--- config.mk ---
export PLATFORM = sky130hd
export DESIGN_NAME = recirc_shift_reg
export DESIGN_NICKNAME = d
export VERILOG_FILES = /design/src/rtl/srl_pkg.sv /design/src/rtl/srl_input_mux.sv /design/src/rtl/srl_stage_chain.sv /design/src/rtl/srl_half_stage.sv /design/src/rtl/recirc_shift_reg.sv
export SDC_FILE = /design/constraint.sdc
export NUM_CORES = 1
export LEC_CHECK = 0
export BUFFER_PORTS_ARGS = -buffer_cell sky130_fd_sc_hd__clkbuf_2
export CAP_MARGIN = 25
export CORE_UTILIZATION = 53
export CTS_CLUSTER_SIZE = 30
export DETAILED_ROUTE_END_ITERATION = 16
export PLACE_DENSITY_LB_ADDON = 0.3
export RECOVER_POWER = 50
export SYNTH_ARGS = -nofsm -noshare
export SYNTH_HDL_FRONTEND = slang
export SYNTH_HIERARCHICAL = 1
export SYNTH_SLANG_ARGS = --single-unit
export TNS_END_PERCENT = 10
--- constraint.sdc ---
create_clock -name clk -period 0.8 [get_ports clk]
set_input_delay 0.08 -clock clk [delete_from_list [all_inputs] [get_ports clk]]
set_output_delay 0.08 -clock clk [all_outputs]
set_load 0.005 [all_outputs]
--- src/rtl/srl_pkg.sv ---
package srl_pkg;

    // Source for the bit that enters the first stage
    typedef enum logic {
        SRC_DATA   = 1'b0,
        SRC_RECIRC = 1'b1
    } src_sel_e;

endpackage

--- src/rtl/srl_input_mux.sv ---
module srl_input_mux
    import srl_pkg::*;
(
    input  logic sel_i,
    input  logic data_i,
    input  logic recirc_i,
    output logic bit_o
);

    src_sel_e sel_e;

    always_comb begin
        sel_e = src_sel_e'(sel_i);
        unique case (sel_e)
            SRC_RECIRC: bit_o = recirc_i;
            default:    bit_o = data_i;
        endcase
    end

endmodule

--- src/rtl/srl_stage_chain.sv ---
module srl_stage_chain #(
    parameter int NUM_STAGES = 64
) (
    input  logic clk,
    input  logic clear,
    input  logic bit_i,
    output logic first_o,
    output logic last_o
);

    localparam int LAST = NUM_STAGES - 1;

    typedef struct packed {
        logic [LAST:0] stages;
    } chain_t;

    chain_t chain_d, chain_q;

    generate
        if (NUM_STAGES == 1) begin : g_single
            always_comb begin
                chain_d = chain_q;
                chain_d.stages[0] = clear ? 1'b0 : bit_i;
            end
        end else begin : g_multi
            always_comb begin
                chain_d = chain_q;
                if (clear) begin
                    chain_d.stages = '0;
                end else begin
                    chain_d.stages = {chain_q.stages[LAST-1:0], bit_i};
                end
            end
        end
    endgenerate

    always_ff @(posedge clk) begin
        chain_q <= chain_d;
    end

    assign first_o = chain_q.stages[0];
    assign last_o  = chain_q.stages[LAST];

    // The cycle after clear falls, the output stage must be empty
    assert_clear_empties_R1: assert property (@(posedge clk) disable iff (clear)
        $fell(clear) |-> (last_o == 1'b0));

endmodule

--- src/rtl/srl_half_stage.sv ---
module srl_half_stage (
    input  logic clk,
    input  logic clear,
    input  logic d_i,
    output logic q_o
);

    typedef struct packed {
        logic bit_v;
    } half_t;

    half_t half_d, half_q;

    always_comb begin
        half_d = half_q;
        half_d.bit_v = clear ? 1'b0 : d_i;
    end

    always_ff @(negedge clk) begin
        half_q <= half_d;
    end

    assign q_o = half_q.bit_v;

    // At every rising edge the half stage holds what the last stage held
    // through the preceding low phase
    assert_half_tracks_R6: assert property (@(posedge clk) disable iff (clear)
        q_o == d_i);

endmodule

--- src/rtl/recirc_shift_reg.sv ---
module recirc_shift_reg #(
    parameter int NUM_STAGES = 64
) (
    input  logic clk,
    input  logic clear,
    input  logic src_sel,
    input  logic data_in,
    input  logic recirc_in,
    output logic q_out,
    output logic q_out_n,
    output logic q_half,
    output logic clk_fwd
);

    logic entry_bit;
    logic first_stage;
    logic last_stage;

    srl_input_mux i_mux (
        .sel_i    (src_sel),
        .data_i   (data_in),
        .recirc_i (recirc_in),
        .bit_o    (entry_bit)
    );

    srl_stage_chain #(.NUM_STAGES(NUM_STAGES)) i_chain (
        .clk     (clk),
        .clear   (clear),
        .bit_i   (entry_bit),
        .first_o (first_stage),
        .last_o  (last_stage)
    );

    srl_half_stage i_half (
        .clk   (clk),
        .clear (clear),
        .d_i   (last_stage),
        .q_o   (q_half)
    );

    assign q_out   = last_stage;
    assign q_out_n = ~last_stage;
    assign clk_fwd = clk;

    // Data mode loads data_in into stage 1
    assert_data_mode_R3: assert property (@(posedge clk) disable iff (clear)
        (!$past(clear) && !$past(src_sel)) |-> (first_stage == $past(data_in)));

    // Recirculation mode loads recirc_in into stage 1
    assert_recirc_mode_R4: assert property (@(posedge clk) disable iff (clear)
        (!$past(clear) && $past(src_sel)) |-> (first_stage == $past(recirc_in)));

endmodule

Yosys cells after proc, flatten, opt, wreduce, memory -nomap -nowiden
Index checks and enable logic that the tools add are counted.
Operators by class
  add/subtract/negate cells: 0
  magnitude comparators: 0
  div/mod/pow operators: 0
  bitwise operators: 1
  mux-type cells: 1
  shifts and indexed selects: 0
  multiply operators: 0
  equal/unequal tests: 0
  reduce and logical (&&, ||, !) cells: 0
Operator list (count)
  1-bit 2-to-1 mux: 1
  1-bit NOT: 1
Word-level totals
  memory bits (writable): 0
  register bits after elaboration: 65
  memory bits (read-only): 0
  memories kept: 0
  bits in latches: 0
  bits of input ports: 5
  word-level logic and storage cells: 4
  output and inout bits: 4

Longest topological paths before layout
Gate-level depths: netlist (run 1).
  word-level depth: 1
  depth in mapped cells: 3
  mapped depth without buffers: 2

By module
The synthesis (run 1) kept the hierarchy.
Modules (own cells, without submodules)
  srl_stage_chain: area each 1918.1 um^2, sequential area each 1281.2 um^2, cells an instance 135, instances 1
  srl_half_stage: area each 37.5 um^2, sequential area each 20.0 um^2, cells an instance 3, instances 1
  srl_input_mux: area each 15.0 um^2, sequential area each 0.0 um^2, cells an instance 1, instances 1
  recirc_shift_reg: area each 11.3 um^2, sequential area each 0.0 um^2, cells an instance 2, instances 1

==> results of run 1 <==
-- cells by family (layout without fill, tap and decap cells) --
logic type | after synthesis | after routing | share of synthesized area (%)
DFF | 65 | 65 | 65.7
buffers and inverters | 10 | 33 | 5.11
muxes | 1 | 1 | 0.757
and+or+nand+nor | 65 | 65 | 28.5
-- sequential cells by signal, summed over array words and instances, names as in the netlist --
signal           count
i_chain/chain_q     64
i_half/q_o           1
-- worst min-delay path by stage --
| stage | to | slack, ns | depth (start not counted) |
|---|---|---|---|
| finish | i_chain/chain_q[0] | 0.13 | 3 |
| global route | i_chain/chain_q[0] | 0.17 | 3 |
| CTS | i_chain/chain_q[0] | 0.12 | 3 |
| detailed placement | clk_fwd | 0.16 | 1 |
| global placement | clk_fwd | 0.16 | 1 |
| floorplan | clk_fwd | 0.16 | 1 |
-- through the flow --
step,utilization (%),cells
2_1_floorplan,-,141
3_3_place_gp,59.9,194
3_5_place_dp,59.9,194
4_1_cts,65.0,210
5_1_grt,63.5,210
6_report,63.5,210
-- placed cells by master (no fill, tap or decap), drive strengths merged --
master / instances
clkinvlp: 1
nor2b: 65
inv: 2
clkinv: 2
mux2: 1
dfxtp: 65
clkbuf: 27
buf: 1
-- what timing repair did --
| action | 4_1_cts | 5_1_grt |
|---|---|---|
| endpoints found under the setup margin | 5 | 5 |
| pin swaps | 0 | 0 |
| gates cloned | 0 | 0 |
| resized for setup | 3 | 0 |
-- worst min-delay path: cells and delay by family --
family                 cells  cell delay, ns
multiplexers               1            0.12
AND/OR/NAND/NOR            1            0.11
buffers and inverters      1            0.07
-- routing by layer --
layer,vias up,track usage (%),wire [um]
li1,453,-,-
met1,415,12.6,865
met2,17,20.7,1060
met3,7,12.0,161
met4,0,8.72,33
met5,-,0,0
-- area by class of cell --
cell class	instances	area, sq um	area share, %
inverters	1	3.75	0.170
repair buffers	14	75.1	3.41
flip-flops and latches	65	1300	59.1
multi-input cells	66	579	26.3
clock inverters	4	18.8	0.852
clock buffers	14	165	7.50
well taps	46	57.6	2.61
-- power groups by stage --
stage / logic, W / registers, W / clock network [W]
2_1_floorplan: 0.000118 / 0.00332 / 0.0000967
3_3_place_gp: 0.000143 / 0.00332 / 0.0000702
3_5_place_dp: 0.000146 / 0.00332 / 0.0000702
4_1_cts: 0.000146 / 0.00325 / 0.00258
5_1_grt: 0.000120 / 0.00324 / 0.00278
6_report: 0.000108 / 0.00325 / 0.00248
==> run summary, run 1 <==
Vias = 892
Max-cap violation count = 0
Syn Area/Cell = 14.1 sq um
Seq cells post-synth = 65
Initial antenna violation count = 0
Pleak = 0.826 nW
P&R area growth vs syn = 11.1%
Reg2Reg Setup Slack = -0.10 ns
Drt total wl = 2120 um
Layout cells sized above 1 = 54.3%
Comb pwr share = 1.9%
Nets@finish = 164
Ys Warns = 6
Core area = 0.00347 sq mm
Mapped Area = 0.00198 sq mm
Crit. End Element = output pin
Reg2reg end = i_half/q_o
Num rows = 21
Internal Power = 0.00462 W
Layout Skew = 0.0518 ns
Die width = 63.2 um
Post-synthesis sequential area ratio = 65.7%
Failing checks = setup timing
Remaining DRCs = 0
ANT nets after route = 0
Area after DPL = 0.00208 sq mm
Skew-Pair Late Insertion Delay = 0.35 ns
Global-route wire length before repair = 3790 um
GRT Resource Usage Total = 13.9%
Hold Startpoint = data_in
Slew Limit Fails = 0
Fill cells = 271
FFs w/ async S/R, synth = 0%
Starting DRT DRC Count = 62
Post-Synthesis Cells = 141
Register share of total power = 55.7%
Via/cell ratio = 4.25
Dpl ws = -0.124 ns
Top Ports = 9
Reg-to-reg startpoint = i_chain/chain_q[63]
Worst vdd ir = 0.00122 V
CP max FO = 1
CP max stage cell = dfxtp_1
CP peak stage delay = 0.29 ns
Hold buffers post-CTS = 0
Post-CTS Setup Bufs = 0
CTS buffer count = 9
Slew HR = 75.5%
Slew @ Worst Pin = 0.367 ns
Detailed Routing Iterations Pass 1 = 2
PwrDens = 2650 mW/mm^2
Ys flop type = dfxtp_1
GP Congestion = 0.633
# diodes = 0
RSZ-0062 raised after global routing = yes
Buffers & Inverters on Critical Path = 1
Overall Power = 0.00583 W
R2R depth = 1
Worst EP arrival = 1.14 ns
Final instance area = 0.00220 sq mm
Final setup margin = -0.417 ns
Wire length per cell = 10.1 um
Total grt overflow = 0
Worst setup SP type = flip-flop
Switching share of total power = 20.7%
Clock transition at path regs = 0.06 ns
Post-synth EDFFs = 0
Final hold violations = 0
Status = finished with violations
Root Buffer Master = clkbuf_8
Synth cell count leaders = dfxtp_1, nor2b_2, buf_6
Clock power share = 42.4%
Crit Path Class = flip-flop to output pin
WHS = 0.129 ns
Count leader, synth = dfxtp_1
CTS tree = yes
Yosys top cell area share = 65.7%
Initial Util = 57.1%
Hold Path Class = input port to flip-flop
Die height = 63.2 um
Die area = 0.00399 sq mm
Largest cells by area after synthesis = dfxtp_1, nor2b_2, buf_6
Deepest level of the CTS H-tree = 3
Pin count of the biggest net entering global routing = 25
Buffers on Ports = 8
Setup TNS = -0.840 ns
NetSw = 0.00121 W
Top delay family on crit path = flip-flops
CTS Buffer Depth = 2
Cell breakdown of the critical path = clkbuf_2
Syn_nets = 146
Final Setup Violations = 5
Worst path required time = 0.72 ns
Vias in the first global route = 922
CP Launch Point = i_half/q_o
Distinct cell type count after synthesis = 9
Top cell type by total area after synthesis = dfxtp_1
Worst setup endpoint = q_half
WP depth = 1
DP HPWL = 1320 um
No activity file was read; power rests on OpenSTA's default activity.
==> inputs of run 2 (changes only) <==
--- a/config.mk
+++ b/config.mk
@@ -6,8 +6,8 @@
 export NUM_CORES = 1
 export LEC_CHECK = 0
 export BUFFER_PORTS_ARGS = -buffer_cell sky130_fd_sc_hd__clkbuf_2
-export CAP_MARGIN = 25
-export CORE_UTILIZATION = 53
+export CAP_MARGIN = 10
+export CORE_UTILIZATION = 35
 export CTS_CLUSTER_SIZE = 30
 export DETAILED_ROUTE_END_ITERATION = 16
 export PLACE_DENSITY_LB_ADDON = 0.3
==> run summary, run 2 (synthesized netlist as in run 1, its figures left out) <==
Post-CTS Setup Bufs = 0 (unchanged)
Reg2Reg Setup Slack = -0.10 ns (about the same)
Worst EP arrival = 1.16 ns (was 1.14 ns)
Crit. End Element = output pin (unchanged)
Detailed Routing Iterations Pass 1 = 2 (unchanged)
Failing checks = setup timing (unchanged)
Starting DRT DRC Count = 17 (was 62)
Hold buffers post-CTS = 0 (unchanged)
Num rows = 27 (was 21)
Clock transition at path regs = 0.06 ns (about the same)
Core area = 0.00547 sq mm (was 0.00347 sq mm)
Worst path required time = 0.72 ns (about the same)
ANT nets after route = 0 (unchanged)
Slew Limit Fails = 0 (unchanged)
Most frequent cells in the layout = dfxtp_1, nor2b_2, clkbuf_2 (unchanged)
Die height = 77.3 um (was 63.2 um)
Largest Register = i_chain/chain_q (unchanged)
Worst vdd ir = 0.00103 V (was 0.00122 V)
P&R area growth vs syn = 14.3% (was 11.1%)
NetSw = 0.00122 W (was 0.00121 W)
PwrDens = 2580 mW/mm^2 (was 2650 mW/mm^2)
Via/cell ratio = 3.83 (was 4.25)
Comb pwr share = 2.0% (was 1.9%)
Final setup margin = -0.436 ns (was -0.417 ns)
Deepest level of the CTS H-tree = 3 (unchanged)
Switching share of total power = 20.9% (was 20.7%)
Status = finished with violations (unchanged)
Commonest non-fill, non-tap cell in the layout = dfxtp_1 (unchanged)
Placed cells = 224 (was 194)
RSZ-0062 raised after global routing = yes (unchanged)
Final hold violations = 0 (unchanged)
Pleak = 0.846 nW (was 0.826 nW)
Cell breakdown of the critical path = clkbuf_2 (unchanged)
Max reg flops = 64 (unchanged)
Vias in the first global route = 963 (was 922)
Total grt overflow = 0 (unchanged)
Internal Power = 0.00462 W (about the same)
Slew @ Worst Pin = 0.322 ns (was 0.367 ns)
Post-Layout Cell Count = 240 (was 210)
Max-cap violation count = 0 (unchanged)
DP HPWL = 1380 um (was 1320 um)
WHS = 0.130 ns (was 0.129 ns)
Die width = 77.3 um (was 63.2 um)
Nets@finish = 168 (was 164)
Worst setup SP type = flip-flop (unchanged)
Top Ports = 9 (unchanged)
Drt total wl = 2240 um (was 2120 um)
CTS Buffer Depth = 2 (unchanged)
Initial Util = 36.2% (was 57.1%)
Initial antenna violation count = 0 (unchanged)
CTS tree = yes (unchanged)
Remaining DRCs = 0 (unchanged)
Core Util, Final = 41.4% (was 63.5%)
Overall Power = 0.00584 W (was 0.00583 W)
Skew-Pair Late Insertion Delay = 0.35 ns (about the same)
Buffers & Inverters on Critical Path = 1 (unchanged)
Global-route wire length before repair = 3930 um (was 3790 um)
Die area = 0.00597 sq mm (was 0.00399 sq mm)
Clock power share = 42.3% (was 42.4%)
CP max FO = 1 (unchanged)
Crit Path Class = flip-flop to output pin (unchanged)
Wire length per cell = 9.35 um (was 10.1 um)
CP peak stage delay = 0.31 ns (was 0.29 ns)
# diodes = 0 (unchanged)
Buffers on Ports = 8 (unchanged)
Vias = 919 (was 892)
Slew HR = 78.5% (was 75.5%)
GP Congestion = 0.637 (was 0.633)
Fill cells = 544 (was 271)
Hold Path Class = input port to flip-flop (unchanged)
Register share of total power = 55.6% (was 55.7%)
CP max stage cell = dfxtp_2 (was dfxtp_1)
Top delay family on crit path = flip-flops (unchanged)
Pin count of the biggest net entering global routing = 22 (was 25)
CTS buffer count = 9 (unchanged)
Layout Skew = 0.0587 ns (was 0.0518 ns)
GRT Resource Usage Total = 9.44% (was 13.9%)
Layout cells sized above 1 = 54.8% (was 54.3%)
Final Setup Violations = 5 (unchanged)
Root Buffer Master = clkbuf_8 (unchanged)
run 2: cell count changes in the layout (fill, tap and decap cells not counted):
cell,delta
buf_4,+2
clkinv_1,+2
buf_6,+1
clkinvlp_2,-1
dfxtp_1,-1
dfxtp_2,+1
run 2: routing by layer:
metal / global-route usage [%] / routed length (um)
met5: 0 / 0
met4: 11.9 / 104
met3: 3.69 / 98
met2: 14.6 / 1060
met1: 8.51 / 976
run 2: cell type report:
class / count / area (sq um) / share of cell area (%)
sequential: 65 / 1300 / 57.6
multi-input combinational: 66 / 579 / 25.6
clock buffer: 13 / 161 / 7.13
timing repair buffer: 18 / 105 / 4.64
tap: 72 / 90.1 / 3.98
clock inverter: 5 / 21.3 / 0.939
inverter: 1 / 3.75 / 0.166
run 2: worst paths after layout:
kind | from | end | cells past startpoint
setup / recovery | i_half/q_o | q_half | 1
setup reg to reg | i_chain/chain_q[63] | i_half/q_o | 1
hold / removal | data_in | i_chain/chain_q[0] | 3
hold reg to reg | i_chain/chain_q[19] | i_chain/chain_q[20] | 1
run 2: power groups by stage:
stage / combinational (W) / sequential (W) / clock, W
floorplan: 0.000118 / 0.00332 / 0.0000967
global placement: 0.000166 / 0.00332 / 0.0000702
detailed placement: 0.000168 / 0.00332 / 0.0000702
CTS: 0.000169 / 0.00325 / 0.00259
global route: 0.000131 / 0.00324 / 0.00277
finish: 0.000119 / 0.00325 / 0.00247
run 2: stage by stage:
step	worst slack (ns)	instance area [sq um]	setup TNS, ns
floorplan	-0.128	1980	-0.128
finish	-0.436	2260	-0.864
global placement	-0.116	2150	-0.190
global route	-0.485	2260	-1.11
detailed placement	-0.126	2150	-0.208
CTS	-0.455	2330	-0.954
run 2: what timing repair did:
action / 4_1_cts / 5_1_grt
gates cloned: 0 / 0
setup endpoints to repair: 5 / 5
gates resized for setup: 3 / 2
